### src/rtl/lets4_pkg.sv
package lets4_pkg;

    localparam int RAILS = 4;
    localparam int SYM_W = 2;

    typedef logic [RAILS-1:0] rails_t;
    typedef logic [SYM_W-1:0] sym_t;

    typedef struct packed {
        logic odd;
        sym_t sym;
    } dec_t;

    // Decode a wire word into its phase and symbol.
    function automatic dec_t decode_rails(input rails_t r);
        dec_t   d;
        rails_t n;
        d.odd = ^r;
        d.sym = '0;
        if (d.odd) begin
            // Put the word in one-hot form: a one-cold word is complemented.
            n = ($countones(r) == 1) ? r : ~r;
            for (int i = 0; i < RAILS; i++) begin
                if (n[i]) d.sym = sym_t'(RAILS - 1 - i);
            end
        end else begin
            // Fold out the complement with the top wire, then read the two middle wires.
            d.sym = {r[2] ^ r[3], r[1] ^ r[3]};
        end
        return d;
    endfunction

endpackage

### src/rtl/lets4_decode.sv
module lets4_decode
    import lets4_pkg::*;
(
    input  rails_t word_i,
    output dec_t   dec_o
);
    assign dec_o = decode_rails(word_i);
endmodule

### src/rtl/lets4_flip_select.sv
module lets4_flip_select
    import lets4_pkg::*;
(
    input  rails_t cur_i,
    input  sym_t   want_i,
    output rails_t next_o,
    output logic   err_o
);
    rails_t hit;
    logic   cur_odd;

    assign cur_odd = ^cur_i;

    for (genvar i = 0; i < RAILS; i++) begin : g_cand
        rails_t cand;
        dec_t   cand_dec;
        assign cand = cur_i ^ rails_t'(1 << i);
        lets4_decode dec_i (.word_i(cand), .dec_o(cand_dec));
        assign hit[i] = (cand_dec.sym == want_i) && (cand_dec.odd != cur_odd);
    end

    assign err_o  = (hit == '0) || ((hit & (hit - rails_t'(1))) != '0);
    assign next_o = cur_i ^ hit;
endmodule

### src/rtl/lets4_ack_track.sv
module lets4_ack_track (
    input  logic clk,
    input  logic rst,
    input  logic ack_i,
    input  logic phase_i,
    output logic free_o
);
    logic ack_q;

    always_ff @(posedge clk) begin
        if (rst) ack_q <= 1'b0;
        else     ack_q <= ack_i;
    end

    // No word is in flight when the seen acknowledge level equals the wire phase.
    assign free_o = (ack_q == phase_i);
endmodule

### src/rtl/lets4_chan_enc.sv
module lets4_chan_enc
    import lets4_pkg::*;
(
    input  logic       clk,
    input  logic       rst,
    input  logic       sym_valid,
    input  logic [1:0] sym_data,
    output logic       sym_ready,
    input  logic       ack_in,
    output logic [3:0] rails,
    output logic       code_err
);
    rails_t rails_q;
    rails_t rails_nxt;
    logic   sel_err;
    logic   fire;

    lets4_flip_select sel_i (
        .cur_i  (rails_q),
        .want_i (sym_t'(sym_data)),
        .next_o (rails_nxt),
        .err_o  (sel_err)
    );

    lets4_ack_track ack_i_trk (
        .clk     (clk),
        .rst     (rst),
        .ack_i   (ack_in),
        .phase_i (^rails_q),
        .free_o  (sym_ready)
    );

    assign fire = sym_valid && sym_ready;

    always_ff @(posedge clk) begin
        if (rst)       rails_q <= '0;
        else if (fire) rails_q <= rails_nxt;
    end

    assign rails    = rails_q;
    assign code_err = sel_err && sym_valid;
endmodule

### config.mk
export PLATFORM = sky130hd
export DESIGN_NAME = lets4_chan_enc
export DESIGN_NICKNAME = d
export VERILOG_FILES = /design/src/rtl/lets4_pkg.sv /design/src/rtl/lets4_decode.sv /design/src/rtl/lets4_flip_select.sv /design/src/rtl/lets4_ack_track.sv /design/src/rtl/lets4_chan_enc.sv
export SDC_FILE = /design/constraint.sdc
export NUM_CORES = 1
export LEC_CHECK = 0
export ABC_AREA = 1
export ABC_CLOCK_PERIOD_IN_PS = 8270
export BUFFER_PORTS_ARGS = -buffer_cell sky130_fd_sc_hd__buf_2
export CAP_MARGIN = 25
export CELL_PAD_IN_SITES_DETAIL_PLACEMENT = 1
export CELL_PAD_IN_SITES_GLOBAL_PLACEMENT = 1
export CORE_MARGIN = 2
export CORE_UTILIZATION = 43
export CTS_CLUSTER_SIZE = 20
export DETAILED_ROUTE_END_ITERATION = 16
export PLACE_DENSITY_LB_ADDON = 0.1
export SLEW_MARGIN = 25
export SYNTH_ARGS = -nofsm -noshare
export SYNTH_HDL_FRONTEND = slang
export SYNTH_SLANG_ARGS = --single-unit
### constraint.sdc
create_clock -name clk -period 8.27 [get_ports clk]
set_clock_uncertainty 0.15 [all_clocks]
set_input_delay 1.654 -clock clk [delete_from_list [all_inputs] [get_ports clk]]
set_output_delay 1.654 -clock clk [all_outputs]
set_load 0.1 [all_outputs]
==> results of run 1 <==
## cell usage after synthesis (2+ instances only)
cell | n | area share, %
sky130_fd_sc_hd__a21oi_1 | 2 | 0.84
sky130_fd_sc_hd__dfxtp_1 | 5 | 8.4
sky130_fd_sc_hd__fa_1 | 6 | 10
sky130_fd_sc_hd__ha_1 | 6 | 6.3
sky130_fd_sc_hd__inv_1 | 28 | 8.9
sky130_fd_sc_hd__inv_2 | 3 | 0.95
sky130_fd_sc_hd__nand2_1 | 97 | 31
sky130_fd_sc_hd__nand2_2 | 6 | 3.2
sky130_fd_sc_hd__nand3_1 | 22 | 9.3
sky130_fd_sc_hd__nand3_2 | 2 | 1.7
sky130_fd_sc_hd__nand4_1 | 8 | 4.2
sky130_fd_sc_hd__nor2_1 | 15 | 4.7
sky130_fd_sc_hd__nor2_2 | 2 | 1.1
sky130_fd_sc_hd__o21ai_1 | 3 | 1.3
sky130_fd_sc_hd__xnor2_1 | 2 | 1.5
## worst paths after layout
path | end | cells past startpoint | slack [ps]
setup / recovery | code_err | 19 | 2810
hold / removal | rails[1] | 3 | 580
setup reg to reg | rails[3] | 17 | 5040
hold reg to reg | rails[1] | 3 | 580
## layer usage
layer  track usage, %  part of all wire [%]  vias up  wire, um
li1                 -                     -      695         -
met1            30.18                    47      647      1573
met2            44.19                    51       10      1718
met3            1.152                   1.1        2        36
met4            6.463                  0.39        0        13
met5                0                     0        -         0
## sequential cells by signal, indices dropped and copies added, names as in the netlist
signal and count:
rails 4, ack_i_trk.ack_q 1
## cell type report
type                       instances  area, um2
fill                             410       1396
multi-input combinational        177      953.4
inverter                          31      116.4
sequential                         5      100.1
timing repair buffer              11      55.05
tap                               31      38.79
clock buffer                       4      26.28
## worst max-delay path, stage by stage, from the launching register on
cell and delay, ps:
sky130_fd_sc_hd__dfxtp_1 640, sky130_fd_sc_hd__ha_1 350, sky130_fd_sc_hd__inv_1 110, sky130_fd_sc_hd__fa_1 620
sky130_fd_sc_hd__nor2_8 230, sky130_fd_sc_hd__nand2_4 80, sky130_fd_sc_hd__nand2_1 80, sky130_fd_sc_hd__nand2_2 70
sky130_fd_sc_hd__nor2_1 120, sky130_fd_sc_hd__nand2_2 100, sky130_fd_sc_hd__nand2_2 70, sky130_fd_sc_hd__nand2_1 50
sky130_fd_sc_hd__nand2_1 70, sky130_fd_sc_hd__nand3_1 70, sky130_fd_sc_hd__nand2_1 90, sky130_fd_sc_hd__inv_1 40
sky130_fd_sc_hd__nand2_1 50, sky130_fd_sc_hd__nor2_1 40, sky130_fd_sc_hd__nor2_1 100, sky130_fd_sc_hd__buf_2 430
## kinds of logic after synthesis
| family | Yosys count | synth area share, % |
|---|---|---|
| compound gates | 7 | 3.164 |
| xor+xnor | 3 | 2.216 |
| fa+ha+maj | 12 | 16.46 |
| buf+inv | 33 | 11.18 |
| flops | 5 | 8.439 |
| simple gates | 155 | 58.54 |
## metrics by stage
| step | std cells | utilization, % | area [um2] | hold WS (ps) |
|---|---|---|---|---|
| finish | 259 | 48.02 | 1290 | 584.5 |
| global route | 259 | 48.02 | 1290 | 676.8 |
| CTS | 259 | 48.02 | 1290 | 611.0 |
| detailed placement | 255 | 47.04 | 1264 | 597.7 |
| global placement | 255 | 47.04 | 1264 | 575.0 |
| floorplan | 215 | - | 1186 | 916.0 |
==> insert_results.sql, run 1 <==
INSERT INTO impl_metrics (metric_group, metric, value, unit) VALUES
('floorplan', 'area_of_the_die', '3195', 'um2'),
('run', 'timing.max_cap.violations', '0', ''),
('sta', 'slew_headroom', '65.07', '%'),
('floorplan', 'rows', '19', ''),
('clock_tree', 'htreeDepth', '1', ''),
('layout', 'design.final.nets', '247', ''),
('floorplan', 'placeable_core_region', '2686', 'um2'),
('clock_tree', 'clk_transition_reported_paths', '40', 'ps'),
('layout', 'n_antenna_cell', '0', ''),
('global_route', 'number_of_global_route_vias_before_repair', '1435', ''),
('floorplan', 'dieHeight', '56.52', 'um'),
('synth', 'synth_cell_types', '23', ''),
('setup_path', 'timing_worst_setup_path_type', 'reg -> out', ''),
('setup_path', 'timing.critical_path.required', '6470', 'ps'),
('synth', 'postSynthRegisterBits', '5', ''),
('sta', 'max_slew.worst_pin.slew', '523.3', 'ps'),
('setup_path', 'worst_setup_path_start_kind', 'flop', ''),
('detailed_routing', 'initialDrtViolationCount', '28', ''),
('synth', 'syn-instance-count', '215', ''),
('setup_path', 'crit_arrival', '3660', 'ps'),
('floorplan', 'initial_utilization', '44.15', '%'),
('global_route', 'grt_overflow_total', '0', ''),
('synth', 'syn_avg_cell_area', '5.517', 'um2'),
('sta', 'max_freq', '183.0', 'MHz'),
('detailed_routing', 'detail_route.first_pass.iterations', '4', ''),
('clock_tree', 'cts-buffers-inserted', '3', ''),
('synth', 'synth.net_count', '233', ''),
('sta', 'hold_viol_final', '0', ''),
('detailed_routing', 'drt_drc_violations_left', '0', ''),
('layout', 'leading_cell_type_in_the_layout_fill_and_taps_excluded', 'sky130_fd_sc_hd__nand2_1', ''),
('placed_design', 'routabilityCongestion', '0.7776', ''),
('clock_tree', 'tritoncts', 'done', ''),
('sta', 'min_period', '5463', 'ps'),
('floorplan', 'design.portCount', '12', ''),
('sta', 'post-route-worst-setup-slack', '2807', 'ps'),
('global_route', 'grt_antenna_before_repair', '0', ''),
('sta', 'slew_violations', '0', ''),
('layout', 'layout-drive-gt1-share', '13.16', '%'),
('sta', 'grt_setup_unrepaired', 'false', ''),
('synth', 'syn-cell-area', '1186', 'um2'),
('setup_path', 'timing.critical_path.from', 'rails[0]', ''),
('clock_tree', 'clk_root_buffer_cell', 'sky130_fd_sc_hd__clkbuf_4', ''),
('setup_path', 'path_max_fanout', '11', ''),
('global_route', 'grt_max_degree', '12', ''),
('sta', 'fin_setup_tns', '0', 'ps'),
('detailed_routing', 'dr_total_vias', '1354', ''),
('clock_tree', 'clk_path_buf_depth', '2', ''),
('synth', 'postSynth.asyncResetShare', '0', '%'),
('run_status', 'outcome', 'completed', ''),
('detailed_routing', 'antenna_violating_nets_post_route', '0', ''),
('placed_design', 'pre_cts_slack', '3054', 'ps'),
('clock_tree', 'worstSkewPairLatency', '240', 'ps'),
('placed_design', 'io_buffers', '11', ''),
('clock_tree', 'post-cts-setup-buffers', '0', ''),
('clock_tree', 'total_number_of_clock_tree_sinks', '5', ''),
('layout', 'final_cell_mix', 'sky130_fd_sc_hd__nand2_1 (97), sky130_fd_sc_hd__inv_1 (28), sky130_fd_sc_hd__nand3_1 (22)', ''),
('detailed_routing', 'wl', '3.341', 'mm'),
('clock_tree', 'hold_buffer_count_at_cts', '0', ''),
('setup_path', 'rr_startpoint', 'rails[0]', ''),
('floorplan', 'die_width', '56.52', 'um'),
('clock_tree', 'cts.repair.resized', '0', ''),
('hold_path', 'worst_hold_startpoint', 'rails[1]', ''),
('layout', 'area_growth', '8.755', '%'),
('synth', 'number_of_warnings_issued_by_yosys', '0', ''),
('hold_path', 'hold_path.class', 'reg -> reg', ''),
('detailed_routing', 'route.detailed.vias_per_inst', '5.228', ''),
('sta', 'period_share', '66.06', '%'),
('detailed_routing', 'drt-wirelength-per-cell', '12.90', 'um'),
('placed_design', 'hpwlAfterDp', '2.837', 'mm'),
('setup_path', 'endpoint_kind', 'output port', ''),
('global_route', 'first_pass_grt_wire_length', '6.182', 'mm'),
('synth', 'synth_enable_flop_cells', '0', ''),
('sta', 'final-setup-viol-count', '0', ''),
('global_route', 'grt.total_usage', '24.06', '%'),
('synth', 'synth-seq-area-share', '8.439', '%'),
('synth', 'ys_dominant_reg_cell', 'sky130_fd_sc_hd__dfxtp_1', '');
Power of run 1 is left out: the tool's default activity adds up to more than one toggle a clock period on the data nets, which glitch-free logic cannot reach.
==> inputs of run 2 (changes only) <==
--- a/config.mk
+++ b/config.mk
@@ -6,13 +6,13 @@
 export NUM_CORES = 1
 export LEC_CHECK = 0
 export ABC_AREA = 1
-export ABC_CLOCK_PERIOD_IN_PS = 8270
+export ABC_CLOCK_PERIOD_IN_PS = 4400
 export BUFFER_PORTS_ARGS = -buffer_cell sky130_fd_sc_hd__buf_2
 export CAP_MARGIN = 25
 export CELL_PAD_IN_SITES_DETAIL_PLACEMENT = 1
 export CELL_PAD_IN_SITES_GLOBAL_PLACEMENT = 1
 export CORE_MARGIN = 2
-export CORE_UTILIZATION = 43
+export CORE_UTILIZATION = 36
 export CTS_CLUSTER_SIZE = 20
 export DETAILED_ROUTE_END_ITERATION = 16
 export PLACE_DENSITY_LB_ADDON = 0.1
==> constraint.sdc (replaced) <==
create_clock -name clk -period 4.4 [get_ports clk]
set_clock_uncertainty 0.15 [all_clocks]
set_input_delay 0.88 -clock clk [delete_from_list [all_inputs] [get_ports clk]]
set_output_delay 0.88 -clock clk [all_outputs]
set_load 0.1 [all_outputs]
==> insert_results.sql, run 2 (synthesis results as in run 1) <==
INSERT INTO impl_metrics (metric_group, metric, value, unit) VALUES
('placed_design', 'inst_count_dp', '270', ''),
('layout', 'fin_cells', '274', ''),
('placed_design', 'routabilityCongestion', '0.8413', ''),
('hold_path', 'worstHoldPathCells', '3', ''),
('sta', 'hold_viol_final', '0', ''),
('sta', 'period_share', '94.29', '%'),
('detailed_routing', 'drt-wirelength-per-cell', '13.56', 'um'),
('sta', 'max_freq', '241.0', 'MHz'),
('detailed_routing', 'dr_total_vias', '1383', ''),
('sta', 'max_slew.worst_pin.slew', '488.1', 'ps'),
('sta', 'final-setup-viol-count', '0', ''),
('global_route', 'grt_overflow_total', '0', ''),
('clock_tree', 'htreeDepth', '1', ''),
('global_route', 'grt.total_usage', '21.21', '%'),
('detailed_routing', 'route.detailed.vias_per_inst', '5.047', ''),
('clock_tree', 'total_number_of_clock_tree_sinks', '5', ''),
('global_route', 'grt_max_degree', '12', ''),
('setup_path', 'crit_arrival', '3120', 'ps'),
('layout', 'design.final.nets', '249', ''),
('layout', 'area_growth', '19.09', '%'),
('layout', 'leading_cell_type_in_the_layout_fill_and_taps_excluded', 'sky130_fd_sc_hd__nand2_1', ''),
('sta', 'slew_violations', '0', ''),
('clock_tree', 'cts-buffers-inserted', '3', ''),
('setup_path', 'setup.worst_path.end', 'code_err', ''),
('floorplan', 'design.portCount', '12', ''),
('global_route', 'grt_antenna_before_repair', '0', ''),
('global_route', 'first_pass_grt_wire_length', '5.920', 'mm'),
('run_status', 'outcome', 'completed', ''),
('detailed_routing', 'initialDrtViolationCount', '38', ''),
('floorplan', 'rows', '20', ''),
('layout', 'largest_register_ff_count', '4', ''),
('floorplan', 'dieHeight', '61.40', 'um'),
('floorplan', 'placeable_core_region', '3103', 'um2'),
('clock_tree', 'post-cts-setup-buffers', '0', ''),
('setup_path', 'rr_startpoint', 'rails[0]', ''),
('placed_design', 'hpwlAfterDp', '3.009', 'mm'),
('sta', 'slew_headroom', '67.68', '%'),
('setup_path', 'worst_setup_path_start_kind', 'flop', ''),
('detailed_routing', 'drt_drc_violations_left', '0', ''),
('setup_path', 'worst_path_largest_cell_delay', '400', 'ps'),
('detailed_routing', 'routedLengthMet1', '1.607', 'mm'),
('hold_path', 'hold_path.class', 'reg -> reg', ''),
('clock_tree', 'clk_path_buf_depth', '2', ''),
('layout', 'n_antenna_cell', '0', ''),
('setup_path', 'slowest_cell_on_the_critical_path', 'sky130_fd_sc_hd__fa_1', ''),
('setup_path', 'rr_endpoint', 'rails[2]', ''),
('run', 'timing.max_cap.violations', '0', ''),
('setup_path', 'worst-r2r-cell-count', '19', ''),
('floorplan', 'area_of_the_die', '3770', 'um2'),
('setup_path', 'timing.critical_path.cells', 'buf_4 > inv_2 > fa_1 > ha_1 > inv_1 > nand2_4 > nand2_1 > nand2_1 > nand2_1 > nand2_1 > nand2_2 > nand2_2 > nand2_1 > nand2_1 > nor2_2 > nand3_1 > nand2_1 > o21bai_2 > nor2_4 > buf_12', ''),
('setup_path', 'timing.critical_path.mode_cell', 'sky130_fd_sc_hd__nand2_1', ''),
('detailed_routing', 'detail_route.first_pass.iterations', '4', ''),
('detailed_routing', 'met3WireLength', '79', 'um'),
('floorplan', 'initial_utilization', '38.23', '%'),
('sta', 'min_period', '4149', 'ps'),
('clock_tree', 'clk_transition_reported_paths', '40', 'ps'),
('detailed_routing', 'maxUsedRoutingLayer', 'met4', ''),
('setup_path', 'timing_worst_setup_path_type', 'reg -> out', ''),
('clock_tree', 'clk_root_buffer_cell', 'sky130_fd_sc_hd__clkbuf_4', ''),
('placed_design', 'io_buffers', '11', ''),
('layout', 'layout-drive-gt1-share', '21.74', '%'),
('global_route', 'number_of_global_route_vias_before_repair', '1334', ''),
('layout', 'final_cell_mix', 'sky130_fd_sc_hd__nand2_1 (95), sky130_fd_sc_hd__inv_1 (25), sky130_fd_sc_hd__nand3_1 (21)', ''),
('layout', 'fillerInstances', '486', ''),
('setup_path', 'timing.critical_path.from', 'rails[3]', ''),
('detailed_routing', 'routed-wl-met2', '1.978', 'mm'),
('setup_path', 'endpoint_kind', 'output port', ''),
('detailed_routing', 'antenna_violating_nets_post_route', '0', ''),
('detailed_routing', 'wl', '3.715', 'mm'),
('setup_path', 'path_max_fanout', '8', ''),
('setup_path', 'timing.critical_path.required', '3370', 'ps'),
('setup_path', 'setup.reg_to_reg.worst_slack', '1490', 'ps'),
('floorplan', 'die_width', '61.40', 'um'),
('clock_tree', 'worstSkewPairLatency', '240', 'ps'),
('clock_tree', 'tritoncts', 'done', '');
[run 2: cell count changes in the layout (fill, tap and decap cells not counted), sizes merged]
| cell | before | now |
|---|---|---|
| buf | 11 | 13 |
[run 2: what timing repair did]
action | in CTS | in global routing
resized for setup | 1 | 15
endpoints found under the setup margin | 1 | 1
hold buffers | 0 | 0
[run 2: worst min-delay path by stage]
stage | endpoint | startpoint
final | rails[0] | rails[0]
after detailed placement | rails[0] | rails[0]
after global routing | rails[0] | rails[0]
after CTS | rails[0] | rails[0]
after global placement | rails[0] | rails[0]
after floorplan | rails[0] | rails[0]
[run 2: per-stage QoR]
stage / setup TNS [ps] / util (%) / instance area [um2] / worst slack [ps] / hold WS [ps]
2_1_floorplan: -137.4 / - / 1205 / -137.4 / 652.9
3_3_place_gp: 0 / 42.82 / 1329 / 333.8 / 502.0
3_5_place_dp: 0 / 42.82 / 1329 / 259.8 / 511.8
4_1_cts: 0 / 43.75 / 1358 / 40.57 / 521.3
5_1_grt: -3.249 / 45.52 / 1413 / -3.249 / 565.1
6_report: 0 / 45.52 / 1413 / 251.2 / 492.9
[run 2: layout make-up]
| class | count | area (um2) | area share (%) |
|---|---|---|---|
| well taps | 44 | 55.05 | 3.897 |
| flip-flops and latches | 5 | 108.9 | 7.706 |
| multi-input cells | 177 | 1017 | 72.01 |
| repair buffers | 13 | 88.84 | 6.289 |
| clock buffers | 4 | 26.28 | 1.860 |
| inverters | 31 | 116.4 | 8.237 |
[run 2: layer usage]
layer	GRT usage [%]	up-vias
li1	-	699
met2	38.15	26
met1	27.62	652
met4	5.471	0
met3	1.261	6
met5	0	-
[run 2: worst max-delay path: cells and delay by family, from the launching register on]
kind / cells / cell delay, ps
buffers and inverters: 4 / 680
AO/OA/AOI/OAI: 1 / 80
AND/OR/NAND/NOR: 13 / 1060
flip-flops: 1 / 350
adder cells (fa/ha/maj): 2 / 700
Power of run 2 is left out for the same reason.
